`src/rtl/uprq_pkg.sv`:
```
package uprq_pkg;

  typedef enum logic [1:0] {
    K_WRITE = 2'd0,
    K_READ  = 2'd1,
    K_FLUSH = 2'd2,
    K_FENCE = 2'd3
  } kind_e;

  typedef enum logic [1:0] {
    C_WRSZ  = 2'd0,
    C_RDSZ  = 2'd1,
    C_FLUSH = 2'd2
  } cmd_e;

  typedef struct packed {
    cmd_e cmd;
    logic posted;
    logic passpw;
    logic rsp_passpw;
    logic nonposted;
    logic is_read;
    logic is_fence;
  } xlat_t;

endpackage

```
`src/rtl/uprq_classify.sv`:
```
module uprq_classify
  import uprq_pkg::*;
(
  input  logic       pci,
  input  logic       hipri,
  input  logic [1:0] kind,
  output xlat_t      xl
);
  always_comb begin
    xl            = '0;
    xl.cmd        = C_WRSZ;
    unique case (kind_e'(kind))
      K_WRITE: begin
        xl.cmd    = C_WRSZ;
        xl.posted = 1'b1;
        xl.passpw = hipri & ~pci;
      end
      K_READ: begin
        xl.cmd        = C_RDSZ;
        xl.passpw     = hipri & ~pci;
        xl.rsp_passpw = 1'b1;
        xl.nonposted  = 1'b1;
        xl.is_read    = 1'b1;
      end
      K_FLUSH: begin
        xl.cmd       = C_FLUSH;
        xl.nonposted = 1'b1;
      end
      default: begin
        xl.is_fence = 1'b1;
      end
    endcase
  end
endmodule

```
`src/rtl/uprq_tag_pool.sv`:
```
module uprq_tag_pool #(
  parameter int NTAGS = 28,
  localparam int SLOTS = NTAGS + 1,
  localparam int TAG_W = $clog2(SLOTS)
) (
  input  logic             clk,
  input  logic             rst,
  input  logic             take_gfx,
  input  logic             take_pci,
  input  logic             take_read,
  input  logic             rsp_valid,
  input  logic [TAG_W-1:0] rsp_tag,
  output logic [TAG_W-1:0] gfx_tag,
  output logic             gfx_free,
  output logic             pci_free,
  output logic             reads_next_any
);
  logic [SLOTS-1:0] busy_q, busy_d;
  logic [SLOTS-1:0] rd_q, rd_d;
  logic [TAG_W-1:0] ptr_q;

  for (genvar i = 0; i < SLOTS; i++) begin : g_slot
    localparam logic [TAG_W-1:0] IDX = TAG_W'(i);
    logic clr, set;
    assign clr = rsp_valid && (rsp_tag == IDX);
    if (i < NTAGS) begin : g_gfx
      assign set = take_gfx && (ptr_q == IDX);
    end else begin : g_pci
      assign set = take_pci;
    end
    always_comb begin
      busy_d[i] = busy_q[i];
      rd_d[i]   = rd_q[i];
      if (clr) begin
        busy_d[i] = 1'b0;
        rd_d[i]   = 1'b0;
      end
      if (set) begin
        busy_d[i] = 1'b1;
        rd_d[i]   = take_read;
      end
    end
  end

  always_ff @(posedge clk) begin
    if (rst) begin
      busy_q <= '0;
      rd_q   <= '0;
      ptr_q  <= '0;
    end else begin
      busy_q <= busy_d;
      rd_q   <= rd_d;
      if (take_gfx)
        ptr_q <= (ptr_q == TAG_W'(NTAGS - 1)) ? '0 : ptr_q + 1'b1;
    end
  end

  assign gfx_tag        = ptr_q;
  assign gfx_free       = ~busy_q[ptr_q];
  assign pci_free       = ~busy_q[NTAGS];
  assign reads_next_any = |rd_d;
endmodule

```
`src/rtl/uprq_xlate.sv`:
```
module uprq_xlate
  import uprq_pkg::*;
#(
  parameter int NTAGS = 28,
  parameter int UNIT_W = 5,
  parameter int BASE_UNIT = 4,
  localparam int TAG_W = $clog2(NTAGS + 1)
) (
  input  logic              clk,
  input  logic              rst,
  input  logic              in_valid,
  output logic              in_ready,
  input  logic              in_pci,
  input  logic              in_hipri,
  input  logic [1:0]        in_kind,
  input  logic              rsp_valid,
  input  logic [TAG_W-1:0]  rsp_tag,
  output logic              out_valid,
  output logic [1:0]        out_cmd,
  output logic              out_posted,
  output logic              out_passpw,
  output logic              out_rsp_passpw,
  output logic [TAG_W-1:0]  out_tag,
  output logic [UNIT_W-1:0] out_unit
);
  localparam logic [UNIT_W-1:0] PCI_UNIT = UNIT_W'(BASE_UNIT + 1);
  localparam logic [UNIT_W-1:0] GFX_UNIT = UNIT_W'(BASE_UNIT + 2);
  localparam logic [TAG_W-1:0]  PCI_TAG  = TAG_W'(NTAGS);

  xlat_t            xl;
  logic             fence_wait_q;
  logic             accept, take_gfx, take_pci, tag_ok;
  logic [TAG_W-1:0] gfx_tag;
  logic             gfx_free, pci_free, reads_next_any;

  uprq_classify u_cls (
    .pci   (in_pci),
    .hipri (in_hipri),
    .kind  (in_kind),
    .xl    (xl)
  );

  uprq_tag_pool #(.NTAGS(NTAGS)) u_pool (
    .clk            (clk),
    .rst            (rst),
    .take_gfx       (take_gfx),
    .take_pci       (take_pci),
    .take_read      (xl.is_read),
    .rsp_valid      (rsp_valid),
    .rsp_tag        (rsp_tag),
    .gfx_tag        (gfx_tag),
    .gfx_free       (gfx_free),
    .pci_free       (pci_free),
    .reads_next_any (reads_next_any)
  );

  always_comb begin
    if (!xl.nonposted) tag_ok = 1'b1;
    else if (in_pci)   tag_ok = pci_free;
    else               tag_ok = gfx_free;
  end

  assign in_ready = ~fence_wait_q & tag_ok;
  assign accept   = in_valid & in_ready;
  assign take_gfx = accept & xl.nonposted & ~in_pci;
  assign take_pci = accept & xl.nonposted & in_pci;

  always_ff @(posedge clk) begin
    if (rst) begin
      fence_wait_q   <= 1'b0;
      out_valid      <= 1'b0;
      out_cmd        <= '0;
      out_posted     <= 1'b0;
      out_passpw     <= 1'b0;
      out_rsp_passpw <= 1'b0;
      out_tag        <= '0;
      out_unit       <= '0;
    end else begin
      fence_wait_q <= (fence_wait_q | (accept & xl.is_fence)) & reads_next_any;
      out_valid    <= accept & ~xl.is_fence;
      if (accept && !xl.is_fence) begin
        out_cmd        <= xl.cmd;
        out_posted     <= xl.posted;
        out_passpw     <= xl.passpw;
        out_rsp_passpw <= xl.rsp_passpw;
        out_unit       <= in_pci ? PCI_UNIT : GFX_UNIT;
        if (!xl.nonposted) out_tag <= '0;
        else if (in_pci)   out_tag <= PCI_TAG;
        else               out_tag <= gfx_tag;
      end
    end
  end
endmodule

```
`config.mk`:
```
export PLATFORM = sky130hd
export DESIGN_NAME = uprq_xlate
export DESIGN_NICKNAME = d
export VERILOG_FILES = /design/src/rtl/uprq_pkg.sv /design/src/rtl/uprq_classify.sv /design/src/rtl/uprq_tag_pool.sv /design/src/rtl/uprq_xlate.sv
export SDC_FILE = /design/constraint.sdc
export NUM_CORES = 1
export LEC_CHECK = 0
export BUFFER_PORTS_ARGS = -buffer_cell sky130_fd_sc_hd__buf_2
export CAP_MARGIN = 20
export CORE_MARGIN = 2
export CORE_UTILIZATION = 55
export CTS_CLUSTER_DIAMETER = 50
export CTS_CLUSTER_SIZE = 8
export DETAILED_ROUTE_END_ITERATION = 6
export GPL_TIMING_DRIVEN = 0
export PLACE_DENSITY = 0.7
export SYNTH_ARGS = -nofsm -noshare
export SYNTH_HDL_FRONTEND = slang
export SYNTH_SLANG_ARGS = --single-unit
```
`constraint.sdc`:
```
create_clock -name clk -period 8.25 [get_ports clk]
set_clock_uncertainty 0.15 [all_clocks]
set_input_delay 0.825 -clock clk [delete_from_list [all_inputs] [get_ports clk]]
set_output_delay 0.825 -clock clk [all_outputs]
set_load 0.05 [all_outputs]
```
==> reports/results.ini <==
[layout]
final_cell_area_um2 = 4670
nNetsFinal = 562
num-fill-cells = 661
drive_above_1_share = 0.131
n_antenna_cell = 0
layout_commonest_cell = nand2_1
areaGrowthSynthToFinish_pct = 10.5
mostFrequentLayoutCells = nand2_1, dfxtp_1, nor2_1, a21oi_1

[floorplan]
core_um2 = 7330
die_w_um = 91.6
io_pins = 30
fp.dieH_um = 91.6
start_util = 0.576
fp.dieArea_um2 = 8400
fp-row-count = 31

[pwr]
power_uw = 781
leakagePower_uw = 0.00169
p_per_area_nw_per_um2 = 167
peakVddDrop_v = 0.0000893

[worst_setup_path]
crit_fanout = 10
cp.required_ps = 7280
crit_arrival_ps = 2940
path_class = flop to primary output
worstRegToRegCells = 10
end_kind = primary output
worstSetupStartpointType = flop

[synth]
synthFlopType = dfxtp_1
synthDistinctLibCells = 70
ys_seq_elements = 77
syn_inst = 505
synth_area_leader_cell = dfxtp_1
ys_seq_area_frac = 0.365
async_flop_share = 0
syn_area_per_cell_um2 = 8.36
yosys_warnings = 0
synth-edff-count = 0
synth_top_area_frac = 0.365
syn_area_um2 = 4220
synth_area_leaders = dfxtp_1, nand2_1, mux2i_1, a21oi_1, nor2_1

[cts]
clock_latency_ps = 360
cts_resized = 0
clk_path_buf_depth = 2
cts_hold_buffers = 0
tritoncts = done
htreeDepth = 3
path_clk_slew_ps = 80
cts_sinks = 77
root_buffer = clkbuf_8
numCtsBuffers = 9
postCtsSetupBuffers = 0

[sta]
tns_ps = 0
slew_violations = 0
hold_violations = 0
clock.fmax_mhz = 256
min_period_ps = 3910
worst_pin_slew_ps = 1020
relSlewSlack = 0.309
fin_crit_sh = 0.474
final-setup-viol-count = 0
rsz0062_at_grt = no
holdWs_ps = 303

[detailed_routing]
vias = 3988
final_antenna_net_count = 0
drt_iter0_markers = 446
wl_per_cell_um = 19.9
post_drt_via_cell_ratio = 6.20
drt_wl_total_um = 12800
drcViolationCount = 5
drtPass1Iterations = 7

[hold_path]
hold-path-cell-count = 2
hold_path.class = flop to flop

[status]
violations = design-rule violations
run_status = finished, violations left

[global_route]
grt_pass1_wl_um = 20100
grt_max_degree = 13
grt_overflow = 0
grt_usage = 0.315
antenna_found_initial = 0
grt_pass1_vias = 3745

[placed_design]
gp_congestion = 0.977
io_buffers = 22
place_area_um2 = 4470
dp_hpwl_um = 9370

[run]
max_cap_violations = 0

[registers in the layout, indices dropped and copies added (netlist names)]
name	count
out_valid	1
out_passpw	1
u_pool.rd_q	29
fence_wait_q	1
u_pool.gfx_tag	5
out_posted	1
out_unit	3
u_pool.busy_q	29
out_tag	5
out_cmd	2
[worst max-delay path: stages, from the launching register on]
cell and delay [ps]:
dfxtp_1 440, buf_2 270, nand2_1 180, o311ai_1 820, o311ai_4 240, o21ai_2 290
a21oi_1 110, buf_2 220
[through the flow]
stage | cells | util | setup WS (ps)
CTS | 643 | 0.636 | 4410
global route | 643 | 0.636 | 4220
detailed placement | 628 | 0.609 | 4300
floorplan | 506 | - | 4790
finish | 643 | 0.636 | 4340
global placement | 627 | 0.608 | 4290
[final cells by class]
class / instances / area [um2] / area share
multi-input cells: 384 / 2480 / 0.531
well taps: 99 / 124 / 0.0265
clock buffers: 12 / 155 / 0.0333
plain buffers: 35 / 169 / 0.0362
inverters: 10 / 37.5 / 0.00805
clock inverters: 3 / 45.0 / 0.00965
repair buffers: 23 / 115 / 0.0247
flip-flops and latches: 77 / 1540 / 0.330
[power breakdown]
| group | switching (uW) | internal [uW] | leakage [uW] |
|---|---|---|---|
| Sequential | 3.67 | 376 | 0.000622 |
| Combinational | 77.6 | 29.9 | 0.000969 |
| Clock | 139 | 155 | 0.0000947 |
| Total | 220 | 561 | 0.00169 |
[synthesized netlist by cell type, drive strengths merged (9+ instances only)]
cell type	count
nand2	82
ha	9
dfxtp	77
nand2b	10
nand4	9
nor3	10
mux2	15
clkbuf	25
mux2i	25
inv	10
nand3	10
o21ai	15
buf	10
nor2	47
nor2b	20
a21oi	43
[path summary, 6_finish.rpt]
check,startpoint,to,slack (ps)
worst max register to register,u_pool.gfx_tag[2],fence_wait_q,4610
worst min-delay path,u_pool.busy_q[13],u_pool.busy_q[13],300
worst min register to register,u_pool.busy_q[13],u_pool.busy_q[13],300
worst max-delay path,u_pool.gfx_tag[0],in_ready,4340
[metal layers]
| metal | track usage | share of wire |
|---|---|---|
| met4 | 0.163 | 0.036 |
| met5 | 0 | 0 |
| met2 | 0.485 | 0.45 |
| met1 | 0.421 | 0.43 |
| met3 | 0.0616 | 0.084 |
[cells by family after synthesis]
group,after synthesis,synth area share
and+or+nand+nor,229,0.286
adders and majority gates,9,0.0267
buffers and inverters,45,0.0489
muxes,41,0.105
xor gates and xnor gates,3,0.00622
DFF,77,0.365
AOI/OAI and AO/OA,100,0.161
other,1,0.000888
Note: power is estimated with default switching activity, not from simulation.
